--- src/rtl/lps_pkg.sv ---
package lps_pkg;

    typedef enum logic {
        PIN_SAMPLE = 1'b0,
        PIN_DRIVE  = 1'b1
    } pin_phase_e;

    function automatic logic irq_wake(
        input logic port_event,
        input logic resume_int,
        input logic arb_timeout,
        input logic pwr_fail,
        input logic loop_det
    );
        return port_event | (resume_int & (arb_timeout | pwr_fail | loop_det));
    endfunction

endpackage

--- src/rtl/lps_sync.sv ---
module lps_sync #(
    parameter int STAGES = 2
) (
    input  logic clk,
    input  logic rst_n,
    input  logic din,
    output logic dout
);
    typedef struct packed {
        logic [STAGES-1:0] chain;
    } sync_t;

    sync_t s_d, s_q;

    always_comb begin
        s_d = s_q;
        s_d.chain[0] = din;
        for (int i = 1; i < STAGES; i++) begin
            s_d.chain[i] = s_q.chain[i-1];
        end
    end

    always_ff @(posedge clk or negedge rst_n) begin
        if (!rst_n) s_q <= '{chain: '1};
        else        s_q <= s_d;
    end

    assign dout = s_q.chain[STAGES-1];
endmodule

--- src/rtl/lps_gap_timer.sv ---
module lps_gap_timer #(
    parameter int SHORT_CYC = 59,
    parameter int LONG_CYC  = 1229
) (
    input  logic clk,
    input  logic rst_n,
    input  logic lps_act,
    output logic if_reset,
    output logic if_disabled
);
    localparam int CW = $clog2(LONG_CYC + 1);
    localparam logic [CW-1:0] SHORT_V = CW'(SHORT_CYC);
    localparam logic [CW-1:0] LONG_V  = CW'(LONG_CYC);

    typedef struct packed {
        logic [CW-1:0] cnt;
        logic          pulse;
        logic          dis;
    } tmr_t;

    tmr_t t_d, t_q;

    always_comb begin
        t_d = t_q;
        if (lps_act)               t_d.cnt = '0;
        else if (t_q.cnt != LONG_V) t_d.cnt = t_q.cnt + 1'b1;
        t_d.pulse = lps_act && (t_q.cnt >= SHORT_V) && (t_q.cnt < LONG_V);
        t_d.dis   = !lps_act && (t_d.cnt == LONG_V);
    end

    always_ff @(posedge clk or negedge rst_n) begin
        if (!rst_n) t_q <= '0;
        else        t_q <= t_d;
    end

    assign if_reset    = t_q.pulse;
    assign if_disabled = t_q.dis;

    AST_NO_OVERFLOW: assert property (@(posedge clk) disable iff (!rst_n)
        t_q.cnt <= LONG_V);
    AST_PULSE_SINGLE: assert property (@(posedge clk) disable iff (!rst_n)
        t_q.pulse |=> !t_q.pulse);
    AST_DIS_NO_PULSE: assert property (@(posedge clk) disable iff (!rst_n)
        t_q.dis |=> !t_q.pulse);
    AST_REENABLE: assert property (@(posedge clk) disable iff (!rst_n)
        lps_act |=> !t_q.dis);
endmodule

--- src/rtl/lkon_ctrl.sv ---
module lkon_ctrl
    import lps_pkg::*;
#(
    parameter int DIV_LOG2 = 3
) (
    input  logic clk,
    input  logic rst_n,
    input  logic lps_act,
    input  logic lkon_pkt,
    input  logic bus_rst,
    input  logic port_event,
    input  logic arb_timeout,
    input  logic pwr_fail,
    input  logic loop_det,
    input  logic resume_int,
    output logic lkon_out
);
    typedef struct packed {
        logic [DIV_LOG2-1:0] div;
        logic                pkt;
        logic                irq;
        logic                out;
    } lk_t;

    lk_t l_d, l_q;
    logic irq_now;
    logic en_q;

    assign irq_now = irq_wake(port_event, resume_int, arb_timeout, pwr_fail, loop_det);
    assign en_q    = l_q.pkt | l_q.irq;

    always_comb begin
        l_d     = l_q;
        l_d.div = l_q.div + 1'b1;
        if (lps_act) begin
            l_d.pkt = 1'b0;
            l_d.irq = 1'b0;
        end else begin
            l_d.pkt = lkon_pkt | (l_q.pkt & ~bus_rst);
            l_d.irq = l_q.irq | irq_now;
        end
        l_d.out = en_q & l_q.div[DIV_LOG2-1];
    end

    always_ff @(posedge clk or negedge rst_n) begin
        if (!rst_n) l_q <= '0;
        else        l_q <= l_d;
    end

    assign lkon_out = l_q.out;

    AST_OUT_GATED: assert property (@(posedge clk) disable iff (!rst_n)
        !en_q |=> !l_q.out);
    AST_HOLD_ON: assert property (@(posedge clk) disable iff (!rst_n)
        en_q && !lps_act && !bus_rst |=> en_q);
    AST_BUSRST_KEEPS_IRQ: assert property (@(posedge clk) disable iff (!rst_n)
        bus_rst && l_q.irq && !lps_act |=> en_q);
    AST_LPS_STOPS: assert property (@(posedge clk) disable iff (!rst_n)
        lps_act |=> !en_q);
endmodule

--- src/rtl/lps_monitor.sv ---
module lps_monitor
    import lps_pkg::*;
#(
    parameter int SHORT_CYC   = 59,
    parameter int LONG_CYC    = 1229,
    parameter int SYNC_STAGES = 2,
    parameter int DIV_LOG2    = 3
) (
    input  logic clk,
    input  logic rst_n,
    input  logic lps,
    input  logic lkon_pkt,
    input  logic bus_rst,
    input  logic port_event,
    input  logic arb_timeout,
    input  logic pwr_fail,
    input  logic loop_det,
    input  logic resume_int,
    input  logic cont_pin_in,
    output logic if_reset,
    output logic if_disabled,
    output logic lkon_out,
    output logic lkon_oe,
    output logic contender_dflt
);
    typedef struct packed {
        pin_phase_e phase;
        logic       cont;
    } pin_t;

    pin_t p_d, p_q;
    logic lps_act;

    lps_sync #(.STAGES(SYNC_STAGES)) u_sync (
        .clk   (clk),
        .rst_n (rst_n),
        .din   (lps),
        .dout  (lps_act)
    );

    lps_gap_timer #(.SHORT_CYC(SHORT_CYC), .LONG_CYC(LONG_CYC)) u_timer (
        .clk         (clk),
        .rst_n       (rst_n),
        .lps_act     (lps_act),
        .if_reset    (if_reset),
        .if_disabled (if_disabled)
    );

    lkon_ctrl #(.DIV_LOG2(DIV_LOG2)) u_lkon (
        .clk         (clk),
        .rst_n       (rst_n),
        .lps_act     (lps_act),
        .lkon_pkt    (lkon_pkt),
        .bus_rst     (bus_rst),
        .port_event  (port_event),
        .arb_timeout (arb_timeout),
        .pwr_fail    (pwr_fail),
        .loop_det    (loop_det),
        .resume_int  (resume_int),
        .lkon_out    (lkon_out)
    );

    always_comb begin
        p_d = p_q;
        if (p_q.phase == PIN_SAMPLE) begin
            p_d.cont  = cont_pin_in;
            p_d.phase = PIN_DRIVE;
        end
    end

    always_ff @(posedge clk or negedge rst_n) begin
        if (!rst_n) p_q <= '{phase: PIN_SAMPLE, cont: 1'b0};
        else        p_q <= p_d;
    end

    assign lkon_oe        = (p_q.phase == PIN_DRIVE);
    assign contender_dflt = p_q.cont;

    AST_OE_STICKY: assert property (@(posedge clk) disable iff (!rst_n)
        lkon_oe |=> lkon_oe);
    AST_CONT_FROZEN: assert property (@(posedge clk) disable iff (!rst_n)
        lkon_oe |=> $stable(contender_dflt));
endmodule

--- config.mk ---
export PLATFORM = sky130hd
export DESIGN_NAME = lps_monitor
export DESIGN_NICKNAME = d
export VERILOG_FILES = /design/src/rtl/lps_pkg.sv /design/src/rtl/lps_sync.sv /design/src/rtl/lps_gap_timer.sv /design/src/rtl/lkon_ctrl.sv /design/src/rtl/lps_monitor.sv
export SDC_FILE = /design/constraint.sdc
export NUM_CORES = 1
export LEC_CHECK = 0
export BUFFER_PORTS_ARGS = -buffer_cell sky130_fd_sc_hd__buf_2
export CORE_MARGIN = 2
export CORE_UTILIZATION = 54
export DETAILED_ROUTE_END_ITERATION = 12
export GPL_TIMING_DRIVEN = 0
export PLACE_DENSITY = 0.8
export SYNTH_ARGS = -nofsm -noshare
export SYNTH_HDL_FRONTEND = slang
export SYNTH_HIERARCHICAL = 1
export SYNTH_SLANG_ARGS = --single-unit
--- constraint.sdc ---
create_clock -name clk -period 2.6 [get_ports clk]
set_input_delay 0 -clock clk [delete_from_list [all_inputs] [get_ports clk]]
set_output_delay 0 -clock clk [all_outputs]
set_load 0.05 [all_outputs]
==> impl_metrics.toml <==
[status]
outcome = "completed"

[placed_design]
place_area_um2 = 1160
place_congestion = 0.886
dpl_worst_slack_ps = 423
dp_hpwl_um = 1450
portBuffers = 15
numPlacedInstances = 137

[clock_tree]
cts_buffer_depth = 2
post_cts_buffers = 0
ctsRootBufferMaster = "clkbuf_4"
cts_max_level = 1
postCtsResizedCells = 0
cts_tree = "done"
clkLatencyLatePin_ps = 310
cts.clk_slew.worst_paths_ps = 130
numCtsBuffers = 3
cts.sinks = 23
ctsHoldBuffers = 7

[setup_path]
worstPathMaxFanout = 6
reg2reg_slack_ps = 390
worst-setup-path-type = "flip-flop to flip-flop"
crit_chain = "or4_4, or4b_1, buf_2, mux2i_1, nand3_1, nor4_2"
cp-end-kind = "flip-flop"
cp.required_ps = 2830
cpMaxStageDelayCell = "or4_4"
worstPathArrival_ps = 2440
worstSetupStartpointType = "flip-flop"
worst_path_largest_cell_delay_ps = 550

[die]
core-area_um2 = 1780
dieArea_um2 = 2330
die_width_um = 48.2
die_h_um = 48.2
rows = 15
initial_utilization_pct = 59.2
num_io_pins = 16

[sta]
hold_violations = 0
timing.final.ws_setup_ps = 386
min_period_ps = 2210
setup_viol = 0
min_period_over_period_pct = 85.2
drv_slew = 0
setup_tns_ps = 0
rsz0062_at_grt = "no"
fmax_mhz = 452
clock_skew_ps = 1.40

[synth]
synth_warnings = 6
syn_area_um2 = 1060
yosys_most_used_dff = "dfrtp_1"
synth_nets = 111
yosysUniqueCellTypes = 33
yosysSeqAreaShare_pct = 54.7
postSynthAreaPerCell_um2 = 10.9
synthCells = 97
synth-edff-count = 0
synth_seq_cells = 23
synthArstFlopShare_pct = 100

[global_routing]
grt_pass1_wl_um = 3500
overflow = 0
grt_pass1_vias = 802
grt_start_max_net_pins = 24
grt_usage_pct = 22.6
grt_antenna_before_repair = 0

[cells_and_area]
fin_nets = 138
diodes = 0
finish.instance_area_um2 = 1260
final_common_cell = "dfrtp_1"
drive_gt1_share_pct = 20.3
syn_to_final_growth_pct = 19.3
fin_cells = 148
layout_common_cells = "dfrtp_1 (21), buf_2 (16), nor2_1 (13)"
fillCellCount = 133

[drt]
wl_met3_um = 135
dr.first_iter.drc_count = 24
wl_met2_um = 1140
via_count = 847
wl_per_cell_um = 15.3
drt_first_pass_iters = 6
drcViolationCount = 0
top_layer = "met4"
routed_wirelength_um = 2260
drtAntennaViolNets = 0
vias_per_cell = 5.72
wl_met1_um = 935

[flow_run]
max_cap_violations = 0

[pwr]
ir_drop_mv = 0.364
leakage_nw = 0.631
finalPower_w = 0.000604
power_density_nw_per_um2 = 479

[min_path]
hp-class = "input pin to async pin"
-- cell families after synthesis --
logic type / after synthesis / share of synthesized area (%)
other: 1 / 0.355
adder cells (fa/ha/maj): 3 / 3.55
multiplexers: 2 / 2.37
XOR/XNOR: 10 / 8.29
flip-flops: 23 / 54.7
AO/OA/AOI/OAI: 15 / 9.83
buffers and inverters: 6 / 2.25
AND/OR/NAND/NOR: 37 / 18.6
-- worst max-delay path: cells and delay by family (launching register included) --
family | cells | cell delay (ps)
AND/OR/NAND/NOR | 4 | 1320
flip-flops | 1 | 450
buffers and inverters | 1 | 170
multiplexers | 1 | 170
-- metrics by stage --
step	utilization, %	hold slack, ps
after global placement	65.2	-17.4
after detailed placement	65.2	-5.98
final	70.7	170
after global routing	70.7	230
after CTS	70.7	182
after floorplan	-	-296
-- report_power, final --
group	switching, W	total, W	internal [W]
Sequential	0.00000978	0.000378	0.000369
Combinational	0.0000334	0.0000595	0.0000260
Clock	0.000109	0.000166	0.0000575
Total	0.000152	0.000604	0.000452
-- registers in the layout (all words and copies together) (netlist names) --
signal and count:
u_timer/t_q 11, u_timer/if_reset 1, u_timer/if_disabled 1, contender_dflt 1
u_lkon/lkon_out 1, u_sync/s_q 2, lkon_oe 1, u_lkon/l_q 5
-- routing by layer --
layer | vias to the layer above | track usage [%]
li1 | 388 | -
met1 | 413 | 27.0
met2 | 38 | 40.8
met3 | 8 | 3.33
met4 | 0 | 8.11
met5 | - | 0
-- final timing paths --
path                                      startpoint                            end  cells after the start
max reg2reg                u_timer/t_q[10]$_DFF_PN0_  u_timer/if_disabled$_DFF_PN0_                      6
max in group asynchronous                      rst_n        u_sync/s_q[0]$_DFF_PN1_                      2
min                                            rst_n     u_timer/if_reset$_DFF_PN0_                      2
min in group clk                                 lps        u_sync/s_q[0]$_DFF_PN1_                      2
min reg2reg                  u_sync/s_q[0]$_DFF_PN1_        u_sync/s_q[1]$_DFF_PN1_                      0
max                        u_timer/t_q[10]$_DFF_PN0_  u_timer/if_disabled$_DFF_PN0_                      6
-- cell usage after synthesis (2+ instances only) --
library cell / number / area share, %
a211oi_1: 2 / 1.4
a21oi_1: 3 / 1.4
a31oi_1: 2 / 1.2
and3_1: 4 / 2.4
clkbuf_1: 2 / 0.71
dfrtp_1: 21 / 50
dfstp_2: 2 / 5.0
ha_1: 3 / 3.6
inv_1: 3 / 1.1
nand2_1: 5 / 1.8
nand3_1: 6 / 2.8
nor2_1: 13 / 4.6
o21bai_1: 2 / 1.4
o31ai_1: 2 / 1.4
xnor2_1: 3 / 2.5
xor2_1: 7 / 5.8
-- cell type report --
type	count	area, µm²	area share, %
flip-flops and latches	23	578	45.9
multi-input cells	68	454	36.0
repair buffers	22	145	11.5
well taps	25	31.3	2.48
clock buffers	3	22.5	1.79
plain buffers	3	12.5	0.993
inverters	3	11.3	0.894
clock inverters	1	5.00	0.397
Note: power is estimated with default switching activity, not from simulation.
